`src/rtl/sfr_pkg.sv`:
```
package sfr_pkg;

  typedef enum logic [1:0] {
    TM_HOLD     = 2'd0,
    TM_STRETCH  = 2'd1,
    TM_RELEASED = 2'd2
  } tmr_state_t;

  function automatic int unsigned pick_stretch(input logic [1:0] sel,
                                               input int unsigned s0,
                                               input int unsigned s1,
                                               input int unsigned s2,
                                               input int unsigned s3);
    case (sel)
      2'd0:    return s0;
      2'd1:    return s1;
      2'd2:    return s2;
      default: return s3;
    endcase
  endfunction

  function automatic int unsigned max_of4(input int unsigned a,
                                          input int unsigned b,
                                          input int unsigned c,
                                          input int unsigned d);
    int unsigned m;
    m = a;
    if (b > m) m = b;
    if (c > m) m = c;
    if (d > m) m = d;
    return m;
  endfunction

endpackage

```
`src/rtl/sfr_mr_filter.sv`:
```
module sfr_mr_filter #(
  parameter int unsigned SYNC_STAGES = 2,
  parameter int unsigned DEBOUNCE    = 4
) (
  input  logic clk,
  input  logic rst_n,
  input  logic man_rst_n,
  output logic mr_active
);
  localparam int unsigned HW = (DEBOUNCE > 1) ? DEBOUNCE - 1 : 1;

  logic [SYNC_STAGES-1:0] sync_q;
  logic                   mr_req;
  logic [HW-1:0]          hist_q;
  logic [DEBOUNCE-1:0]    window;
  logic                   all_low_req;
  logic                   all_high_req;

  genvar g;
  generate
    for (g = 0; g < SYNC_STAGES; g++) begin : g_sync
      if (g == 0) begin : g_first
        always_ff @(posedge clk or negedge rst_n) begin
          if (!rst_n) sync_q[0] <= 1'b0;
          else        sync_q[0] <= ~man_rst_n;
        end
      end else begin : g_next
        always_ff @(posedge clk or negedge rst_n) begin
          if (!rst_n) sync_q[g] <= 1'b0;
          else        sync_q[g] <= sync_q[g-1];
        end
      end
    end
  endgenerate

  assign mr_req = sync_q[SYNC_STAGES-1];

  generate
    if (DEBOUNCE > 1) begin : g_win
      assign window = {hist_q[DEBOUNCE-2:0], mr_req};
    end else begin : g_win1
      assign window = mr_req;
    end
  endgenerate

  assign all_low_req  = &window;
  assign all_high_req = ~|window;

  always_ff @(posedge clk or negedge rst_n) begin
    if (!rst_n) begin
      hist_q    <= '0;
      mr_active <= 1'b0;
    end else begin
      if (DEBOUNCE > 1) hist_q <= window[HW-1:0];
      if (all_low_req)       mr_active <= 1'b1;
      else if (all_high_req) mr_active <= 1'b0;
    end
  end

  // the filtered request only turns on after a run of asserted samples
  a_r3_rise_after_run: assert property (@(posedge clk) disable iff (!rst_n)
    $rose(mr_active) |-> ($past(mr_req) && $past(window[DEBOUNCE-1])));
  // and only turns off after a run of released samples
  a_r3_fall_after_run: assert property (@(posedge clk) disable iff (!rst_n)
    $fell(mr_active) |-> (!$past(mr_req) && !$past(window[DEBOUNCE-1])));

endmodule

```
`src/rtl/sfr_oc_capture.sv`:
```
module sfr_oc_capture #(
  parameter int unsigned N_OC = 4
) (
  input  logic            clk,
  input  logic            rst_n,
  input  logic [N_OC-1:0] oc_flag,
  output logic            oc_hit
);
  logic [N_OC-1:0] lane_q;

  genvar g;
  generate
    for (g = 0; g < N_OC; g++) begin : g_lane
      always_ff @(posedge clk or negedge rst_n) begin
        if (!rst_n) lane_q[g] <= 1'b0;
        else        lane_q[g] <= oc_flag[g];
      end
    end
  endgenerate

  assign oc_hit = |lane_q;

  // any flag seen at an edge is held as a hit for the following cycle
  a_r4_capture: assert property (@(posedge clk) disable iff (!rst_n)
    (|oc_flag) |=> oc_hit);
  a_r4_no_phantom: assert property (@(posedge clk) disable iff (!rst_n)
    !(|oc_flag) |=> !oc_hit);

endmodule

```
`src/rtl/sfr_stretch_timer.sv`:
```
module sfr_stretch_timer
  import sfr_pkg::*;
#(
  parameter int unsigned STRETCH0 = 16,
  parameter int unsigned STRETCH1 = 32,
  parameter int unsigned STRETCH2 = 64,
  parameter int unsigned STRETCH3 = 128,
  parameter int unsigned CNT_W    = 8
) (
  input  logic       clk,
  input  logic       rst_n,
  input  logic       cause,
  input  logic [1:0] stretch_sel,
  output logic       rst_out_n
);
  tmr_state_t       state_q;
  logic [CNT_W-1:0] cnt_q;
  logic [CNT_W-1:0] last_cnt;
  logic             release_now;
  logic             counting;

  assign last_cnt = CNT_W'(pick_stretch(stretch_sel, STRETCH0, STRETCH1,
                                        STRETCH2, STRETCH3) - 1);
  assign counting    = !cause && (state_q != TM_RELEASED);
  assign release_now = counting && (cnt_q >= last_cnt);

  always_ff @(posedge clk or negedge rst_n) begin
    if (!rst_n) begin
      state_q <= TM_HOLD;
      cnt_q   <= '0;
    end else if (cause) begin
      state_q <= TM_HOLD;
      cnt_q   <= '0;
    end else if (release_now) begin
      state_q <= TM_RELEASED;
      cnt_q   <= '0;
    end else if (counting) begin
      state_q <= TM_STRETCH;
      cnt_q   <= cnt_q + 1'b1;
    end
  end

  assign rst_out_n = (state_q == TM_RELEASED);

  // a cause at an edge leaves the reset asserted after it
  a_r2_cause_asserts: assert property (@(posedge clk) disable iff (!rst_n)
    cause |=> !rst_out_n);
  // once released, the output stays high while no cause appears
  a_r5_stay_released: assert property (@(posedge clk) disable iff (!rst_n)
    (rst_out_n && !cause) |=> rst_out_n);
  // release happens only on a cause-free edge
  a_r5_release_clean: assert property (@(posedge clk) disable iff (!rst_n)
    $rose(rst_out_n) |-> !$past(cause));
  // while stretching without a cause, the count advances by one
  a_r7_count_step: assert property (@(posedge clk) disable iff (!rst_n)
    (counting && !release_now) |=> (cnt_q == $past(cnt_q) + 1'b1));
  // a cause clears the count
  a_r7_restart: assert property (@(posedge clk) disable iff (!rst_n)
    cause |=> (cnt_q == '0));

endmodule

```
`src/rtl/supply_reset_gen.sv`:
```
module supply_reset_gen
  import sfr_pkg::*;
#(
  parameter int unsigned N_SUPPLY    = 4,
  parameter int unsigned N_OC        = 4,
  parameter int unsigned SYNC_STAGES = 2,
  parameter int unsigned DEBOUNCE    = 4,
  parameter int unsigned STRETCH0    = 16,
  parameter int unsigned STRETCH1    = 32,
  parameter int unsigned STRETCH2    = 64,
  parameter int unsigned STRETCH3    = 128
) (
  input  logic                clk,
  input  logic                por_n,
  input  logic [N_SUPPLY-1:0] supply_good,
  input  logic                man_rst_n,
  input  logic [N_OC-1:0]     oc_flag,
  input  logic [1:0]          stretch_sel,
  output logic                sys_rst_n
);
  localparam int unsigned MAX_STRETCH =
    max_of4(STRETCH0, STRETCH1, STRETCH2, STRETCH3);
  localparam int unsigned CNT_W = $clog2(MAX_STRETCH) + 1;

  logic [N_SUPPLY-1:0] rail_fault;
  logic                supply_fault;
  logic                mr_active;
  logic                oc_hit;
  logic                cause;

  genvar g;
  generate
    for (g = 0; g < N_SUPPLY; g++) begin : g_rail
      assign rail_fault[g] = ~supply_good[g];
    end
  endgenerate

  assign supply_fault = |rail_fault;

  sfr_mr_filter #(
    .SYNC_STAGES(SYNC_STAGES),
    .DEBOUNCE   (DEBOUNCE)
  ) u_mr_filter (
    .clk      (clk),
    .rst_n    (por_n),
    .man_rst_n(man_rst_n),
    .mr_active(mr_active)
  );

  sfr_oc_capture #(
    .N_OC(N_OC)
  ) u_oc_capture (
    .clk    (clk),
    .rst_n  (por_n),
    .oc_flag(oc_flag),
    .oc_hit (oc_hit)
  );

  assign cause = supply_fault | mr_active | oc_hit;

  sfr_stretch_timer #(
    .STRETCH0(STRETCH0),
    .STRETCH1(STRETCH1),
    .STRETCH2(STRETCH2),
    .STRETCH3(STRETCH3),
    .CNT_W   (CNT_W)
  ) u_timer (
    .clk        (clk),
    .rst_n      (por_n),
    .cause      (cause),
    .stretch_sel(stretch_sel),
    .rst_out_n  (sys_rst_n)
  );

  // the reset output is asserted while power-on reset is held
  always_comb begin
    if (!por_n) a_r1_por_asserted: assert (!sys_rst_n);
  end
  // a low supply flag asserts the reset after the edge
  a_r2_supply: assert property (@(posedge clk) disable iff (!por_n)
    !(&supply_good) |=> !sys_rst_n);
  // an over-current flag asserts the reset two edges later
  a_r4_oc_reset: assert property (@(posedge clk) disable iff (!por_n)
    (|oc_flag) |=> ##1 !sys_rst_n);

endmodule

```
`config.mk`:
```
export PLATFORM = sky130hd
export DESIGN_NAME = supply_reset_gen
export DESIGN_NICKNAME = d
export VERILOG_FILES = /design/src/rtl/sfr_pkg.sv /design/src/rtl/sfr_mr_filter.sv /design/src/rtl/sfr_oc_capture.sv /design/src/rtl/sfr_stretch_timer.sv /design/src/rtl/supply_reset_gen.sv
export SDC_FILE = /design/constraint.sdc
export NUM_CORES = 1
export LEC_CHECK = 0
export ABC_CLOCK_PERIOD_IN_PS = 2200
export BUFFER_PORTS_ARGS = -buffer_cell sky130_fd_sc_hd__buf_4
export CAP_MARGIN = 20
export CORE_UTILIZATION = 53
export CTS_CLUSTER_SIZE = 20
export DETAILED_ROUTE_END_ITERATION = 12
export PLACE_DENSITY = 0.81
export SLEW_MARGIN = 15
export SYNTH_ARGS = -nofsm -noshare
export SYNTH_HDL_FRONTEND = slang
export SYNTH_HIERARCHICAL = 1
export SYNTH_SLANG_ARGS = --single-unit
```
`constraint.sdc`:
```
create_clock -name clk -period 2.2 [get_ports clk]
set_clock_uncertainty 0.1 [all_clocks]
set_input_delay 0 -clock clk [delete_from_list [all_inputs] [get_ports clk]]
set_output_delay 0 -clock clk [all_outputs]
set_load 0.01 [all_outputs]
```
==> results of run 1 <==
==> sequential cells by signal, summed over array words and instances (netlist names) <==
signal and flops:
u_timer/cnt_q 8, u_mr_filter/sync_q 1, u_oc_capture/lane_q 4, u_mr_filter/hist_q 3
u_mr_filter/mr_active 1, u_mr_filter/mr_req 1, u_timer/state_q 2
==> stage by stage <==
step / utilization [%] / worst slack, ns / setup TNS, ns
4_1_cts: 74.0 / 0.0149 / 0
3_5_place_dp: 66.5 / 0.0282 / 0
3_3_place_gp: 66.5 / 0.174 / 0
5_1_grt: 74.2 / -0.0625 / -0.106
2_1_floorplan: - / 0.174 / 0
6_report: 74.2 / 0.0411 / 0
==> kinds of logic after synthesis <==
| family | after synthesis | synth area share (%) |
|---|---|---|
| flops | 20 | 54.6 |
| simple gates | 36 | 22.7 |
| compound gates | 15 | 12.6 |
| buf+inv | 5 | 2.87 |
| other cells | 1 | 0.409 |
| fa+ha+maj | 5 | 6.83 |
==> power by group through the flow <==
| stage | clock network, mW | registers [mW] | logic, mW |
|---|---|---|---|
| finish | 0.212 | 0.387 | 0.0478 |
| global placement | 0 | 0.394 | 0.0358 |
| global route | 0.231 | 0.389 | 0.0536 |
| floorplan | 0 | 0.392 | 0.0120 |
| detailed placement | 0 | 0.394 | 0.0376 |
| CTS | 0.218 | 0.387 | 0.0485 |
==> synthesized netlist by cell type (all sizes together) <==
master and instances:
o41ai 1, o21ai 2, nand4 3, a221o 1
nor3b 1, inv 4, conb 1, or4 1
o311ai 1, nor2 5, o221a 1, nand3 7
and4bb 1, ha 5, and4 2, nor2b 1
nand2b 1, buf 1, or4b 1, a31oi 2
dfrtp 20, nand2 11, and3 1, nor3 1
a22o 2, a31o 1, a21oi 4
==> per-layer routing <==
metal | vias to the layer above | GRT usage (%) | wire (microns)
met5 | - | 0 | 0
li1 | 354 | - | -
met1 | 353 | 31.7 | 783
met3 | 3 | 8.75 | 94
met2 | 21 | 34.9 | 872
met4 | 0 | 5.63 | 18
==> path summary, 6_finish.rpt <==
path,endpoint,slack [ns],depth (start not counted)
min in group asynchronous,u_mr_filter/mr_active,0.75,3
max,u_timer/cnt_q[5],0.04,6
min reg2reg,u_mr_filter/mr_req,0.26,0
max reg2reg,u_timer/cnt_q[5],0.04,6
max in group asynchronous,u_timer/state_q[0],0.71,3
min,u_timer/state_q[1],0.03,4
==> layout make-up <==
class | count | area, sq um | area share, %
timing repair buffer | 23 | 193 | 16.7
clock buffer | 4 | 36.3 | 3.14
sequential | 20 | 500 | 43.3
inverter | 4 | 15.0 | 1.30
multi-input combinational | 57 | 392 | 33.9
tap | 16 | 20.0 | 1.73
==> critical path: cells and delay by family, from the launching register on <==
kind | cells | cell delay (ns)
and+or+nand+nor | 5 | 1.26
AOI/OAI and AO/OA | 1 | 0.30
DFF | 1 | 0.39
==> what timing repair did <==
item	CTS	global route
setup endpoints to repair	0	4
endpoints found under the hold margin	29	0
resized for setup	0	1
hold buffers	8	0
==> metrics, run 1 <==
antenna viol nets, final=0; Core ar.=1560 sq um; syn_area_per_cell=11.2 sq um; crit path DAT=2.26 ns; most frequent cells in the layout=dfrtp_1, buf_4, nand2_1; DRT iter0 DRCs=26; overall die height=43.6 microns; status=complete, no violations; Vias/cell=5.90; fin crit share=98.1%; Synth top area share=54.6%; H-tree levels=1; initial core utilization=58.7%; part of the Yosys area used for sequential elements=54.6%; Filler cells=111; total power=647 uW; post-DP HPWL=1230 microns; Fin. Hold Viols=0; Worst-path clk slew=0.11 ns; non-filler instance count after layout=124; cell area after layout=1160 sq um; IO buf count=13; Slew @ Worst Pin=0.847 ns; reg2reg start=u_oc_capture/lane_q[1]; Worst-Skew Late Latency=0.31 ns; Synthesized Nets=100; synth warn=6; DR WL/cell=14.3 microns; crit path max fanout=4; Post-CTS Setup Bufs=0; CTS tree=built; Final nets=127; Tmin final=2.16 ns; # IOs=14; max-slew violation count=0; Min Hold Slack=0.0304 ns; Slowest cell on crit path=or4_1; max cap viols=0; Synth Register Bits=20; vias in the first global route=679; DP Area=1040 sq um; Worst path max stage delay=0.53 ns; Cell Chain, Critical Path=or4_1 -> and4bb_2 -> nand3_1 -> nor2_2 -> nand2_2 -> o311ai_1; DR vias=731; critical path class=flop to flop; Hold Crit Class=input pin to flop; Post-Synthesis Cells=82; Comb pwr share=7.4%; Post-Syn Area=916 sq um; Die Wd=43.6 microns; most common cell after layout, fill and taps aside=dfrtp_1; Cell Int Power=511 uW; drt pass-1 iters=4; clk root buf=clkbuf_4; power density over cell area=559 nW/um^2; first-pass GRT wire length=3100 microns; # rows=14; CP Launch Point=u_oc_capture/lane_q[1]; Worst VDD drop=0.414 mV; RSZ-0062 raised after global routing=true; Yosys cell types=31; clock buffer depth=2; FMAX=463 MHz; initial antenna violation count=0; sw frac=21.0%; Yosys top cell by area=dfrtp_1; largest net degree at the start of global routing=21; Setup crit end kind=flop; clock network fraction of design power=32.7%; Seq pwr share=59.9%; DRC violations left=0; fraction of layout instances using a drive strength above 1=27.8%; total track usage=23.1%; CP Launch Type=flop; clock sink count=20; Max-slew headroom=43.4%; Leak=0.543 nW; synth-to-layout area growth=26.2%; top post-synthesis cells by area=dfrtp_1, ha_1, nand2_1; Final setup viols=0; Worst Path Required=2.30 ns; Die ar.=1900 sq um; Antenna diodes=0; WL final=1770 microns; DP Cell Count=112; routability cong.=0.915; P_sw=136 uW; hold wc startpoint=supply_good[0]; CTS Buf Count=3; total congestion overflow=0
Note: power is estimated with default switching activity, not from simulation.
==> run 2: changes to the inputs <==
--- a/config.mk
+++ b/config.mk
@@ -5,10 +5,11 @@
 export SDC_FILE = /design/constraint.sdc
 export NUM_CORES = 1
 export LEC_CHECK = 0
-export ABC_CLOCK_PERIOD_IN_PS = 2200
 export BUFFER_PORTS_ARGS = -buffer_cell sky130_fd_sc_hd__buf_4
 export CAP_MARGIN = 20
-export CORE_UTILIZATION = 53
+export CELL_PAD_IN_SITES_DETAIL_PLACEMENT = 0
+export CELL_PAD_IN_SITES_GLOBAL_PLACEMENT = 1
+export CORE_UTILIZATION = 42
 export CTS_CLUSTER_SIZE = 20
 export DETAILED_ROUTE_END_ITERATION = 12
 export PLACE_DENSITY = 0.81
==> metrics, run 2 (synthesized netlist as in run 1, its figures left out) <==
status=complete, no violations (unchanged); routability cong.=0.763 (was 0.915); RSZ-0062 raised after global routing=true (unchanged); antenna viol nets, final=0 (unchanged); Worst VDD drop=0.417 mV (was 0.414 mV); Die ar.=2370 sq um (was 1900 sq um); power density over cell area=520 nW/um^2 (was 559 nW/um^2); Fin. Hold Viols=0 (unchanged); DR vias=702 (was 731); DRC violations left=0 (unchanged); Seq pwr share=65.5% (was 59.9%); met2 WL=800 microns (was 872 microns); initial core utilization=45.7% (was 58.7%); initial antenna violation count=0 (unchanged); Tmin final=2.09 ns (was 2.16 ns); crit path DAT=2.22 ns (was 2.26 ns); Setup crit end kind=flop (unchanged); # IOs=14 (unchanged); fraction of layout instances using a drive strength above 1=27.6% (was 27.8%); routed metal-1 wire length=854 microns (was 783 microns); total congestion overflow=0 (unchanged); Worst-path clk slew=0.09 ns (was 0.11 ns); max cap viols=0 (unchanged); post-DP HPWL=1280 microns (was 1230 microns); FMAX=479 MHz (was 463 MHz); CTS tree=built (unchanged); max-slew violation count=0 (unchanged); flop-to-flop setup slack=0.11 ns (was 0.04 ns); total track usage=16.9% (was 23.1%); Vias/cell=5.32 (was 5.90); Cell Int Power=471 uW (was 511 uW); P_sw=120 uW (was 136 uW); DRT iter0 DRCs=11 (was 26); Comb pwr share=7.6% (was 7.4%); Final setup viols=0 (unchanged); Core ar.=2000 sq um (was 1560 sq um); H-tree levels=1 (unchanged); critical path class=flop to flop (unchanged); Post-CTS Setup Bufs=0 (unchanged); vias in the first global route=617 (was 679); drt pass-1 iters=4 (unchanged); largest net degree at the start of global routing=21 (unchanged); sw frac=20.2% (was 21.0%); Worst Path Required=2.33 ns (was 2.30 ns); Antenna diodes=0 (unchanged); Hold Crit Class=input pin to asynchronous set/reset pin (was input pin to flop); Worst-Skew Late Latency=0.29 ns (was 0.31 ns); Top reg by flops=u_timer/cnt_q (unchanged); fin crit share=94.8% (was 98.1%); DR WL/cell=13.1 microns (was 14.3 microns); first-pass GRT wire length=3000 microns (was 3100 microns); clock network fraction of design power=26.9% (was 32.7%); most common cell after layout, fill and taps aside=dfrtp_1 (unchanged); DP Cell Count=123 (was 112); WL final=1720 microns (was 1770 microns); most frequent cells in the layout=dfrtp_1, buf_4, nand2_1 (unchanged); clk root buf=clkbuf_4 (unchanged); CTS Buf Count=3 (unchanged); Filler cells=186 (was 111); clock buffer depth=2 (unchanged); final setup TNS=0 ns (unchanged); highest metal used=met4 (unchanged); met3 wire len=54 microns (was 94 microns); synth-to-layout area growth=24.0% (was 26.2%); overall die height=48.7 microns (was 43.6 microns); final core occ=56.8% (was 74.2%); Die Wd=48.7 microns (was 43.6 microns); Final nets=125 (was 127); # rows=16 (was 14); clock sink count=20 (unchanged); crit path max fanout=5 (was 4); CP Launch Type=flop (unchanged); largest registers=u_timer/cnt_q: 8 flops, u_oc_capture/lane_q: 4 flops, u_mr_filter/hist_q: 3 flops (unchanged); IO buf count=13 (unchanged); Largest register FFs=8 (unchanged); non-filler instance count after layout=132 (was 124); Leak=0.528 nW (was 0.543 nW)
## run 2: cell types whose count changed in the layout (fill, tap and decap cells not counted)
| cell | change |
|---|---|
| dlygate4sd3_1 | -2 |
| clkbuf_8 | -1 |
## run 2: metrics by stage
step           hold WS [ns]  instance area [sq um]  total power [mW]  worst slack (ns)
6_report            0.00843                   1140             0.591             0.114
2_1_floorplan        -0.396                    916             0.404             0.174
3_3_place_gp         -0.212                   1050             0.430             0.160
3_5_place_dp         -0.211                   1050             0.432            0.0968
4_1_cts             0.00199                   1130             0.605            0.0732
5_1_grt              0.0110                   1140             0.630           -0.0152
## run 2: cell type report
type	instances	area, sq um	area share [%]
clock buffers	3	22.5	1.98
repair buffers	21	173	15.2
inverters	4	15.0	1.32
well taps	27	33.8	2.97
multi-input cells	57	392	34.5
flip-flops and latches	20	500	44.1
## run 2: layer usage
metal | GRT usage (%) | vias to the layer above
li1 | - | 350
met1 | 24.2 | 341
met2 | 25.0 | 9
met3 | 4.72 | 2
met4 | 4.41 | 0
met5 | 0 | -
## run 2: final timing paths
kind	from	cells after the start	to
setup / recovery	u_oc_capture/lane_q[1]	6	u_timer/cnt_q[4]
hold / removal	por_n	2	u_mr_filter/mr_active
setup reg to reg	u_oc_capture/lane_q[1]	6	u_timer/cnt_q[4]
hold reg to reg	u_mr_filter/sync_q[0]	0	u_mr_filter/mr_req
max in group asynchronous	por_n	2	u_oc_capture/lane_q[0]
min in group clk	supply_good[1]	4	u_timer/cnt_q[2]
## run 2: worst max-delay path, cell delays in order, from the launching register on
cell and delay, ns:
dfrtp_1 0.38, or4_1 0.50, and4bb_2 0.29, nand3_1 0.13
nor2_1 0.35, a31o_1 0.16, a22o_1 0.12
## run 2: power by group through the flow
| stage | Combinational [mW] | Sequential [mW] | Clock (mW) |
|---|---|---|---|
| floorplan | 0.0120 | 0.392 | 0 |
| global placement | 0.0365 | 0.393 | 0 |
| detailed placement | 0.0373 | 0.394 | 0 |
| CTS | 0.0458 | 0.387 | 0.172 |
| global route | 0.0516 | 0.389 | 0.189 |
| finish | 0.0450 | 0.387 | 0.159 |
## run 2: repair_timing
item	4_1_cts	5_1_grt
endpoints found under the setup margin	0	4
endpoints found under the hold margin	25	0
hold buffers	6	0
gates resized for setup	0	1
